File: config.mk
export PLATFORM = sky130hd
export DESIGN_NAME = sha1_wsched
export DESIGN_NICKNAME = d
export VERILOG_FILES = /design/src/rtl/sha1_ws_pkg.sv /design/src/rtl/sha1_ws_seq.sv /design/src/rtl/sha1_ws_window.sv /design/src/rtl/sha1_ws_mixer.sv /design/src/rtl/sha1_wsched.sv
export SDC_FILE = /design/constraint.sdc
export NUM_CORES = 1
export LEC_CHECK = 0
export ABC_AREA = 1
export CAP_MARGIN = 20
export CORE_ASPECT_RATIO = 0.7
export CORE_UTILIZATION = 50
export CTS_BUF_LIST = sky130_fd_sc_hd__clkbuf_2
export DETAILED_ROUTE_END_ITERATION = 8
export PLACE_DENSITY = 0.79
export REMOVE_ABC_BUFFERS = 1
export SYNTH_ARGS = -nofsm -noshare
export SYNTH_HDL_FRONTEND = slang
export SYNTH_SLANG_ARGS = --single-unit
File: constraint.sdc
create_clock -name clk -period 3 [get_ports clk]
set_input_delay 0.3 -clock clk [delete_from_list [all_inputs] [get_ports clk]]
set_output_delay 0.3 -clock clk [all_outputs]
set_load 0.05 [all_outputs]
File: src/rtl/sha1_ws_pkg.sv
`timescale 1ns/1ps
package sha1_ws_pkg;

   localparam int unsigned DEF_WORD_W = 32;
   localparam int unsigned DEF_WINDOW = 16;
   localparam int unsigned DEF_ROUNDS = 80;
   localparam int unsigned DEF_ROT    = 1;
   localparam int unsigned NUM_TAPS   = 4;

   // lag, in rounds, of each recurrence tap; the largest equals the window depth
   function automatic int unsigned tap_lag(input int unsigned idx);
      case (idx)
         0:       tap_lag = 16;
         1:       tap_lag = 14;
         2:       tap_lag = 8;
         default: tap_lag = 3;
      endcase
   endfunction

endpackage

File: src/rtl/sha1_ws_seq.sv
`timescale 1ns/1ps
module sha1_ws_seq #(
   parameter int unsigned ROUNDS = sha1_ws_pkg::DEF_ROUNDS,
   parameter int unsigned WINDOW = sha1_ws_pkg::DEF_WINDOW,
   parameter int unsigned IDX_W  = $clog2(ROUNDS)
) (
   input  logic             clk,
   input  logic             rst_n,
   input  logic             start,
   input  logic             enable,
   output logic [IDX_W-1:0] t_q,
   output logic             busy_q,
   output logic             pass,
   output logic             adv
);

   localparam logic [IDX_W-1:0] LAST_T = IDX_W'(ROUNDS - 1);
   localparam logic [IDX_W-1:0] PASS_T = IDX_W'(WINDOW);

   assign adv  = busy_q & enable;
   assign pass = (t_q < PASS_T);

   always_ff @(posedge clk) begin
      if (!rst_n) begin
         t_q    <= '0;
         busy_q <= 1'b0;
      end else if (start) begin
         t_q    <= '0;
         busy_q <= 1'b1;
      end else if (adv) begin
         if (t_q == LAST_T) begin
            t_q    <= '0;
            busy_q <= 1'b0;
         end else begin
            t_q <= t_q + 1'b1;
         end
      end
   end

   // start always restarts at round zero
   a_r8_start_restarts: assert property (@(posedge clk) disable iff (!rst_n)
      start |=> (busy_q && t_q == '0));

   // taking a word moves the index forward by one
   a_r5_single_step: assert property (@(posedge clk) disable iff (!rst_n)
      (adv && !start && t_q != LAST_T) |=> (busy_q && t_q == $past(t_q) + 1'b1));

   // the last word ends the run
   a_r7_end_of_run: assert property (@(posedge clk) disable iff (!rst_n)
      (adv && !start && t_q == LAST_T) |=> !busy_q);

   // idle persists without start
   a_r7_stay_idle: assert property (@(posedge clk) disable iff (!rst_n)
      (!busy_q && !start) |=> (!busy_q && t_q == '0));

   // a stall freezes the index
   a_r6_stall_index: assert property (@(posedge clk) disable iff (!rst_n)
      (busy_q && !enable && !start) |=> (busy_q && $stable(t_q)));

endmodule

File: src/rtl/sha1_ws_window.sv
`timescale 1ns/1ps
module sha1_ws_window #(
   parameter int unsigned WORD_W = sha1_ws_pkg::DEF_WORD_W,
   parameter int unsigned WINDOW = sha1_ws_pkg::DEF_WINDOW
) (
   input  logic                           clk,
   input  logic                           rst_n,
   input  logic                           load,
   input  logic                           shift,
   input  logic [WORD_W*WINDOW-1:0]       blk,
   input  logic [WORD_W-1:0]              fb,
   output logic [WINDOW-1:0][WORD_W-1:0]  win
);

   localparam int unsigned BLOCK_W = WORD_W * WINDOW;

   logic [WINDOW-1:0][WORD_W-1:0] win_q;

   // slot 0 holds the oldest word; slots move toward 0, new word enters at the top
   always_ff @(posedge clk) begin
      if (!rst_n) begin
         win_q <= '0;
      end else if (load) begin
         for (int k = 0; k < int'(WINDOW); k++) begin
            win_q[k] <= blk[BLOCK_W-1-k*WORD_W -: WORD_W];
         end
      end else if (shift) begin
         for (int k = 0; k < int'(WINDOW) - 1; k++) begin
            win_q[k] <= win_q[k+1];
         end
         win_q[WINDOW-1] <= fb;
      end
   end

   assign win = win_q;

endmodule

File: src/rtl/sha1_ws_mixer.sv
`timescale 1ns/1ps
module sha1_ws_mixer #(
   parameter int unsigned WORD_W = sha1_ws_pkg::DEF_WORD_W,
   parameter int unsigned WINDOW = sha1_ws_pkg::DEF_WINDOW,
   parameter int unsigned ROT    = sha1_ws_pkg::DEF_ROT
) (
   input  logic [WINDOW-1:0][WORD_W-1:0] win,
   output logic [WORD_W-1:0]             mixed
);

   localparam int unsigned NT = sha1_ws_pkg::NUM_TAPS;

   logic [WORD_W-1:0] acc [NT];

   for (genvar i = 0; i < int'(NT); i++) begin : g_tap
      localparam int unsigned POS = WINDOW - sha1_ws_pkg::tap_lag(i);
      if (i == 0) begin : g_first
         assign acc[i] = win[POS];
      end else begin : g_chain
         assign acc[i] = acc[i-1] ^ win[POS];
      end
   end

   assign mixed = {acc[NT-1][WORD_W-1-ROT:0], acc[NT-1][WORD_W-1 -: ROT]};

endmodule

File: src/rtl/sha1_wsched.sv
`timescale 1ns/1ps
module sha1_wsched #(
   parameter int unsigned WORD_W = sha1_ws_pkg::DEF_WORD_W,
   parameter int unsigned WINDOW = sha1_ws_pkg::DEF_WINDOW,
   parameter int unsigned ROUNDS = sha1_ws_pkg::DEF_ROUNDS,
   parameter int unsigned ROT    = sha1_ws_pkg::DEF_ROT
) (
   input  logic                        clk,
   input  logic                        rst_n,
   input  logic                        start,
   input  logic                        enable,
   input  logic [WORD_W*WINDOW-1:0]    block_in,
   output logic [WORD_W-1:0]           wt_word,
   output logic [$clog2(ROUNDS)-1:0]   wt_idx,
   output logic                        wt_valid
);

   localparam int unsigned IDX_W = $clog2(ROUNDS);

   initial begin : elab_checks
      assert (WINDOW == sha1_ws_pkg::tap_lag(0))
         else $error("window depth must equal the largest recurrence lag");
      assert (ROUNDS > WINDOW) else $error("round count must exceed window depth");
      assert (ROT >= 1 && ROT < WORD_W) else $error("rotate amount out of range");
   end

   logic [IDX_W-1:0]              t_q;
   logic                          busy_q, pass, adv, shift;
   logic [WINDOW-1:0][WORD_W-1:0] win;
   logic [WORD_W-1:0]             mixed, fb;

   sha1_ws_seq #(.ROUNDS(ROUNDS), .WINDOW(WINDOW), .IDX_W(IDX_W)) u_seq (
      .clk(clk), .rst_n(rst_n), .start(start), .enable(enable),
      .t_q(t_q), .busy_q(busy_q), .pass(pass), .adv(adv)
   );

   assign shift = adv & ~start;

   // feedback select: recirculate message words first, then close the recurrence
   assign fb = pass ? win[0] : mixed;

   sha1_ws_window #(.WORD_W(WORD_W), .WINDOW(WINDOW)) u_win (
      .clk(clk), .rst_n(rst_n), .load(start), .shift(shift),
      .blk(block_in), .fb(fb), .win(win)
   );

   sha1_ws_mixer #(.WORD_W(WORD_W), .WINDOW(WINDOW), .ROT(ROT)) u_mix (
      .win(win), .mixed(mixed)
   );

   // output select: message word straight through, or the freshly computed word
   assign wt_word  = pass ? win[0] : mixed;
   assign wt_idx   = t_q;
   assign wt_valid = adv;

   // the pending word does not change during a stall
   a_r6_word_frozen: assert property (@(posedge clk) disable iff (!rst_n)
      (busy_q && !enable && !start) |=> $stable(wt_word));

   // no index beyond the last round is ever offered
   a_r5_idx_in_range: assert property (@(posedge clk) disable iff (!rst_n)
      wt_valid |-> (int'(wt_idx) < int'(ROUNDS)));

   // nothing is offered before the first start
   a_r1_quiet_after_reset: assert property (@(posedge clk)
      !rst_n |=> !wt_valid);

endmodule

==> impl_metrics.ini, run 1 <==
[placed_design]
post_dp_cell_area_sq_mm = 0.0307
dp_slack_ps = 780
port-buffer-count = 555
dp_hpwl_um = 52000
gp_congestion = 0.871

[clock_network]
clkSlewWorstSetupHoldPaths_ps = 120
clockBufferDepth = 3
cts_inserted_buffers = 120
cts_sinks = 520
htreeDepth = 3
clockRootBuffer = clkbuf_2
clk_latency_ps = 1220
cts_tree = built

[grt]
antenna_found_initial = 21
grt_max_degree = 180
grt_pass1_vias = 30000
grt_util_all_layers = 0.385
grt-ovfl-total = 0
grt_pass1_wl_um = 156000

[status]
outcome = finished, final reports clean

[routing]
vias = 31200
antenna_left = 0
wl_um = 102000
drc_errors = 0
drtPass1Iterations = 8
avgViaCountPerCell = 5.76
wire_per_inst_um = 18.9
drt-initial-drc-count = 4050

[sta]
finalCritPeriodShare = 0.981
max_freq_mhz = 340
worst_slew_pin_slew_ps = 1010
finalClockSkew_ps = 108
relSlewSlack = 0.327
setup_slack_ps = 57.9
slew_violations = 0
period_needed_ps = 2940
rsz0062_at_grt = yes
finalSetupViolCount = 0
finalHoldViolCount = 0

[logic_synthesis]
seq_area_frac_synth = 0.422
synth_seq_cells = 520
yosysWarnings = 0
synthTopCellsByArea = dfxtp_1 (42%), nand2_1 (22%), a31oi_1 (8.1%), o21ai_0 (7.3%), a311oi_1 (5.6%)
synthCells = 3674
synth.avg_cell_area_sq_um = 6.71
syn-cell-area_sq_mm = 0.0247
yosysTopAreaCell = dfxtp_1
yosysTopAreaCellShare = 0.422
ys_types = 24

[final_layout]
area_growth_pct = 52.0
nNetsFinal = 5159
drive_gt1_frac = 0.0668
final_area_sq_mm = 0.0375
fill_cells = 3114

[setup_path]
arrival_ps = 2640
critPathLaunchType = flop
crit_required_ps = 2700
critPathMaxStageDelay_ps = 400
worstSetupStartpoint = u_seq.t_q[4]
crit_type = flop to primary output
critical_path.endpoint_type = primary output
crit_path_frequent_cell = buf_12
timing.critical_path.cells = nor2_4, nand2_4, inv_8, buf_12, nand2_1, a21boi_2, buf_12
critPathSlowestCell = dfxtp_4
rr_startpoint = u_seq.busy_q
crit_fanout = 8

[floorplanning]
ios = 556
fp.dieH_um = 188
dieArea_sq_mm = 0.0502
start_util = 0.511
num_rows = 67
die_x_um = 267
core_area_sq_mm = 0.0483

[min_path]
hp-start = start
hold_path_class = input pin to flop

[power_and_ir_drop]
p_total_w = 0.0167
vdd_ir_drop_max_v = 0.000319
powerDensity_mw_per_mm2 = 445
p_leak_nw = 15.6

[job]
maxCapViolCount = 0
## logic make-up after synthesis
group / share of synthesized area
simple gates: 0.268
compound gates: 0.227
flops: 0.422
buf+inv: 0.0808
xor+xnor: 0.00107
fa+ha+maj: 0.000507
## final cells by class
type,count,area [sq um],area share
multi-input cells,2658,12400,0.332
repair buffers,1137,11900,0.317
flip-flops and latches,520,10400,0.278
clock buffers,168,841,0.0224
well taps,655,820,0.0219
inverters,205,790,0.0211
clock inverters,43,233,0.00621
diodes,22,55.1,0.00147
## sequential cells by signal (all words and copies together), names as in the netlist
name / flops
u_win.win: 512
u_seq.t_q: 7
u_seq.busy_q: 1
## where the power goes
part / total, W / internal [W] / switching (W)
registers: 0.00789 / 0.00747 / 0.000424
logic: 0.00399 / 0.00193 / 0.00205
clock network: 0.00479 / 0.00169 / 0.00310
## synthesized netlist by cell type
library cell  number
inv_1            202
xnor2_1            1
nor2_1           230
dfxtp_1          520
a21boi_0          31
nand4_1            3
inv_2              1
nor3b_1            1
a21oi_1           37
nand3_1           34
buf_4              7
xor2_1             2
clkbuf_1         194
a211oi_1           1
o21ai_1            2
a31oi_1          321
nand2_1         1478
clkinv_1           2
ha_1               1
a311oi_1         157
and2_1             1
o21ai_0          358
buf_1              7
buf_2             83
## placed cells by master, fill, tap and decap left out, types with 5 or more instances in the layout
cell | netlist | final
nand2_1 | 1478 | 1476
dlygate4sd3_1 | 0 | 523
clkdlybuf4s50_1 | 0 | 520
dfxtp_1 | 520 | 517
o21ai_0 | 358 | 358
a31oi_1 | 321 | 321
nor2_1 | 230 | 229
inv_1 | 202 | 200
clkbuf_2 | 0 | 168
a311oi_1 | 157 | 157
buf_12 | 0 | 53
a21oi_1 | 37 | 37
nand3_1 | 34 | 34
buf_4 | 7 | 34
clkinv_1 | 2 | 30
a21boi_2 | 0 | 26
diode_2 | 0 | 22
clkinv_2 | 0 | 9
a21boi_4 | 0 | 5
## per-layer routing
metal	wire [um]	GRT usage	vias to the layer above
met1	40300	0.472	14300
met5	22	0	-
met4	6310	0.251	4
li1	-	-	14200
met3	9180	0.0839	549
met2	46500	0.611	2054
## critical path, delay by kind of cell (launching register included)
| kind | cells | cell delay [ps] |
|---|---|---|
| flip-flops | 1 | 400 |
| AO/OA/AOI/OAI | 1 | 200 |
| AND/OR/NAND/NOR | 3 | 430 |
| buffers and inverters | 3 | 450 |
## through the flow
| step | utilization | cells | TNS [ps] | hold WS (ps) |
|---|---|---|---|---|
| 2_1_floorplan | - | 3383 | - | 423 |
| 3_3_place_gp | 0.636 | 4636 | 0 | 436 |
| 3_5_place_dp | 0.636 | 4636 | 0 | 436 |
| 4_1_cts | 0.771 | 5373 | 0 | 12.1 |
| 5_1_grt | 0.776 | 5405 | -1050 | 130 |
| 6_report | 0.776 | 5408 | 0 | 199 |
## worst paths after layout
kind | cells after the start | endpoint | slack (ps)
min | 5 | u_win.win[115] | 200
max | 7 | wt_word[23] | 60
min reg2reg | 2 | u_win.win[468] | 410
max reg2reg | 6 | u_win.win[94] | 710
## repair_timing
item	CTS	global route
resized for setup	70	19
gates cloned	1	2
endpoints found under the setup margin	33	30
setup buffers	2	11
endpoints found under the hold margin	516	0
hold buffers	523	0
pin swaps	1	1
(Power assumes the default switching activity.)
==> run 2: changes to the inputs <==
--- a/config.mk
+++ b/config.mk
@@ -5,7 +5,6 @@
 export SDC_FILE = /design/constraint.sdc
 export NUM_CORES = 1
 export LEC_CHECK = 0
-export ABC_AREA = 1
 export CAP_MARGIN = 20
 export CORE_ASPECT_RATIO = 0.7
 export CORE_UTILIZATION = 50
==> constraint.sdc (replaced) <==
create_clock -name clk -period 3 [get_ports clk]
set_input_delay 0.6 -clock clk [delete_from_list [all_inputs] [get_ports clk]]
set_output_delay 0.6 -clock clk [all_outputs]
set_load 0.05 [all_outputs]
==> run 2 against run 1 <==
  * Worst hold slack worse by 72 ps
  * Die area increased by 6.5%
  * Highest routed layer unchanged
  * The flow now finishes with violations (negative setup slack)
  * Maximum frequency is 5.7% lower
  * Register-to-register slack gained 450 ps
==> impl_metrics.ini, run 2 <==
[status]
outcome = finished with violations
violations = negative setup slack

[grt]
grt-ovfl-total = 0
grt_max_degree = 140
grt_pass1_wl_um = 125000
grt_util_all_layers = 0.293
antenna_found_initial = 20
grt_pass1_vias = 22500

[sta]
slew_violations = 0
setup_slack_ps = -119
finalClockSkew_ps = 95.5
relSlewSlack = 0.540
rsz0062_at_grt = yes
period_needed_ps = 3120
finalSetupViolCount = 31
finalHoldViolCount = 0
worst_slew_pin_slew_ps = 690
max_freq_mhz = 321
finalCritPeriodShare = 1.04
hold_ws_ps = 127

[final_layout]
final_common_cell = dfxtp_1
final_cell_mix = dfxtp_1 (515), clkdlybuf4s50_1 (512), nand2_1 (492)
drive_gt1_frac = 0.125
nNetsFinal = 3690
finalNonFillerCells = 3943
largest_register_ffs = 512
area_growth_pct = 31.3
final_area_sq_mm = 0.0345

[clock_network]
clockRootBuffer = clkbuf_2
htreeDepth = 4
cts_inserted_buffers = 132
clk_latency_ps = 1150
clkSlewWorstSetupHoldPaths_ps = 100
clockBufferDepth = 3
cts_tree = built
cts_sinks = 520

[placed_design]
dp_hpwl_um = 53300
dp_slack_ps = 479
gp_congestion = 0.845
dp.cells = 3674
port-buffer-count = 555
post_dp_cell_area_sq_mm = 0.0322

[min_path]
hold_path_class = input pin to flop
holdPathStages = 4

[logic_synthesis]
synth_commonest_cells = dfxtp_1 (520), nand2_1 (517), mux2i_1 (481)
seq_area_frac_synth = 0.396
yosysTopAreaCell = dfxtp_1
yosysTopAreaCellShare = 0.396
async_flop_share = 0
synthTopCellsByArea = dfxtp_1 (40%), mux2i_1 (18%), o211a_1 (18%), nand2_1 (7.4%), xnor2_1 (3.2%)
synthCells = 2649
yosysMostFrequentCell = dfxtp_1
yosysWarnings = 0
synth_edf_count = 0
syn-cell-area_sq_mm = 0.0263
ys.flop_type = dfxtp_1
synth.avg_cell_area_sq_um = 9.93
synth_seq_cells = 520
ys_types = 34

[floorplanning]
ios = 556
dieArea_sq_mm = 0.0535
fp.dieH_um = 194
die_x_um = 276
start_util = 0.512
core_area_sq_mm = 0.0514
num_rows = 69

[routing]
antenna_left = 0
avgViaCountPerCell = 5.73
drtPass1Iterations = 8
vias = 22600
wire_per_inst_um = 20.6
drc_errors = 0
drt-initial-drc-count = 1588
wl_um = 81100

[job]
maxCapViolCount = 0

[setup_path]
critPathSlowestCell = dfxtp_4
crit_type = flop to primary output
r2r_cells = 5
crit_required_ps = 2400
cp.depth = 7
path_delay_family = buffers and inverters
critPathMaxStageDelay_ps = 370
timing.critical_path.cells = nor3_4, buf_12, buf_12, buf_16, buf_12, o21ai_4, buf_12
crit_path_frequent_cell = buf_12
critPathBufInv = 5
crit_fanout = 5
critical_path.endpoint_type = primary output
critPathLaunchType = flop
arrival_ps = 2520

[power_and_ir_drop]
vdd_ir_drop_max_v = 0.000320
powerDensity_mw_per_mm2 = 472
p_total_w = 0.0163
p_leak_nw = 18.5
run 2: cell count changes after synthesis, moves of 157 or more:
cell | before | now
nand2_1 | 1478 | 517
mux2i_1 | 0 | 481
o211a_1 | 0 | 480
o21ai_0 | 358 | 37
a31oi_1 | 321 | 1
nor2_1 | 230 | 4
inv_1 | 202 | 1
a311oi_1 | 157 | 0
run 2: report_power, final:
part,internal (W),switching (W)
Sequential,0.00749,0.000448
Combinational,0.00194,0.00177
Clock,0.00172,0.00292
run 2: worst paths after layout:
check | slack [ps] | from | to
setup / recovery | -120 | u_seq.t_q[6] | wt_word[16]
hold / removal | 130 | enable | u_win.win[510]
setup reg to reg | 1160 | u_seq.t_q[6] | u_seq.t_q[0]
hold reg to reg | 500 | u_win.win[122] | u_win.win[122]
run 2: layout make-up:
class | instances | area, sq um
antenna | 18 | 45.0
clock buffer | 186 | 931
clock inverter | 26 | 136
fill | 3954 | 16800
inverter | 1 | 5.00
multi-input combinational | 1863 | 14900
sequential | 520 | 10400
tap | 674 | 843
timing repair buffer | 655 | 7190
run 2: what timing repair did:
| item | in CTS | in global routing |
|---|---|---|
| pin swaps | 13 | 10 |
| gates resized for setup | 183 | 28 |
| buffers inserted | 24 | 7 |
| endpoints found under the setup margin | 40 | 32 |
| hold buffers | 2 | 0 |
| hold endpoints to repair | 58 | 0 |
| gates cloned | 8 | 1 |
run 2: tightest hold or removal path: cells and delay by family:
| family | cells | cell delay [ps] |
|---|---|---|
| buffers and inverters | 1 | 210 |
| AOI/OAI and AO/OA | 3 | 400 |
run 2: per-stage QoR:
step	util	setup TNS [ps]
after floorplan	-	-6043470
after global placement	0.627	0
after detailed placement	0.627	0
after CTS	0.667	-6150
after global routing	0.672	-7300
final	0.672	-2320
run 2: metal layers:
| metal | vias to the layer above | part of all wire | track usage |
|---|---|---|---|
| met5 | - | 0.00062 | 0 |
| met4 | 8 | 0.029 | 0.126 |
| met3 | 177 | 0.078 | 0.0783 |
| met2 | 804 | 0.47 | 0.479 |
| met1 | 10800 | 0.42 | 0.364 |
| li1 | 10800 | - | - |
run 2: cell families (layout without fill, tap and decap cells):
logic type               after synthesis  after routing  synth area share
buffers and inverters                266            868            0.0556
flip-flops                           520            520             0.396
AND/OR/NAND/NOR                      598            598            0.0933
AO/OA/AOI/OAI                        685            685             0.239
adder cells (fa/ha/maj)                1              1          0.000476
XOR/XNOR                              98             98            0.0326
other                                  0             18                 0
multiplexers                         481            481             0.183
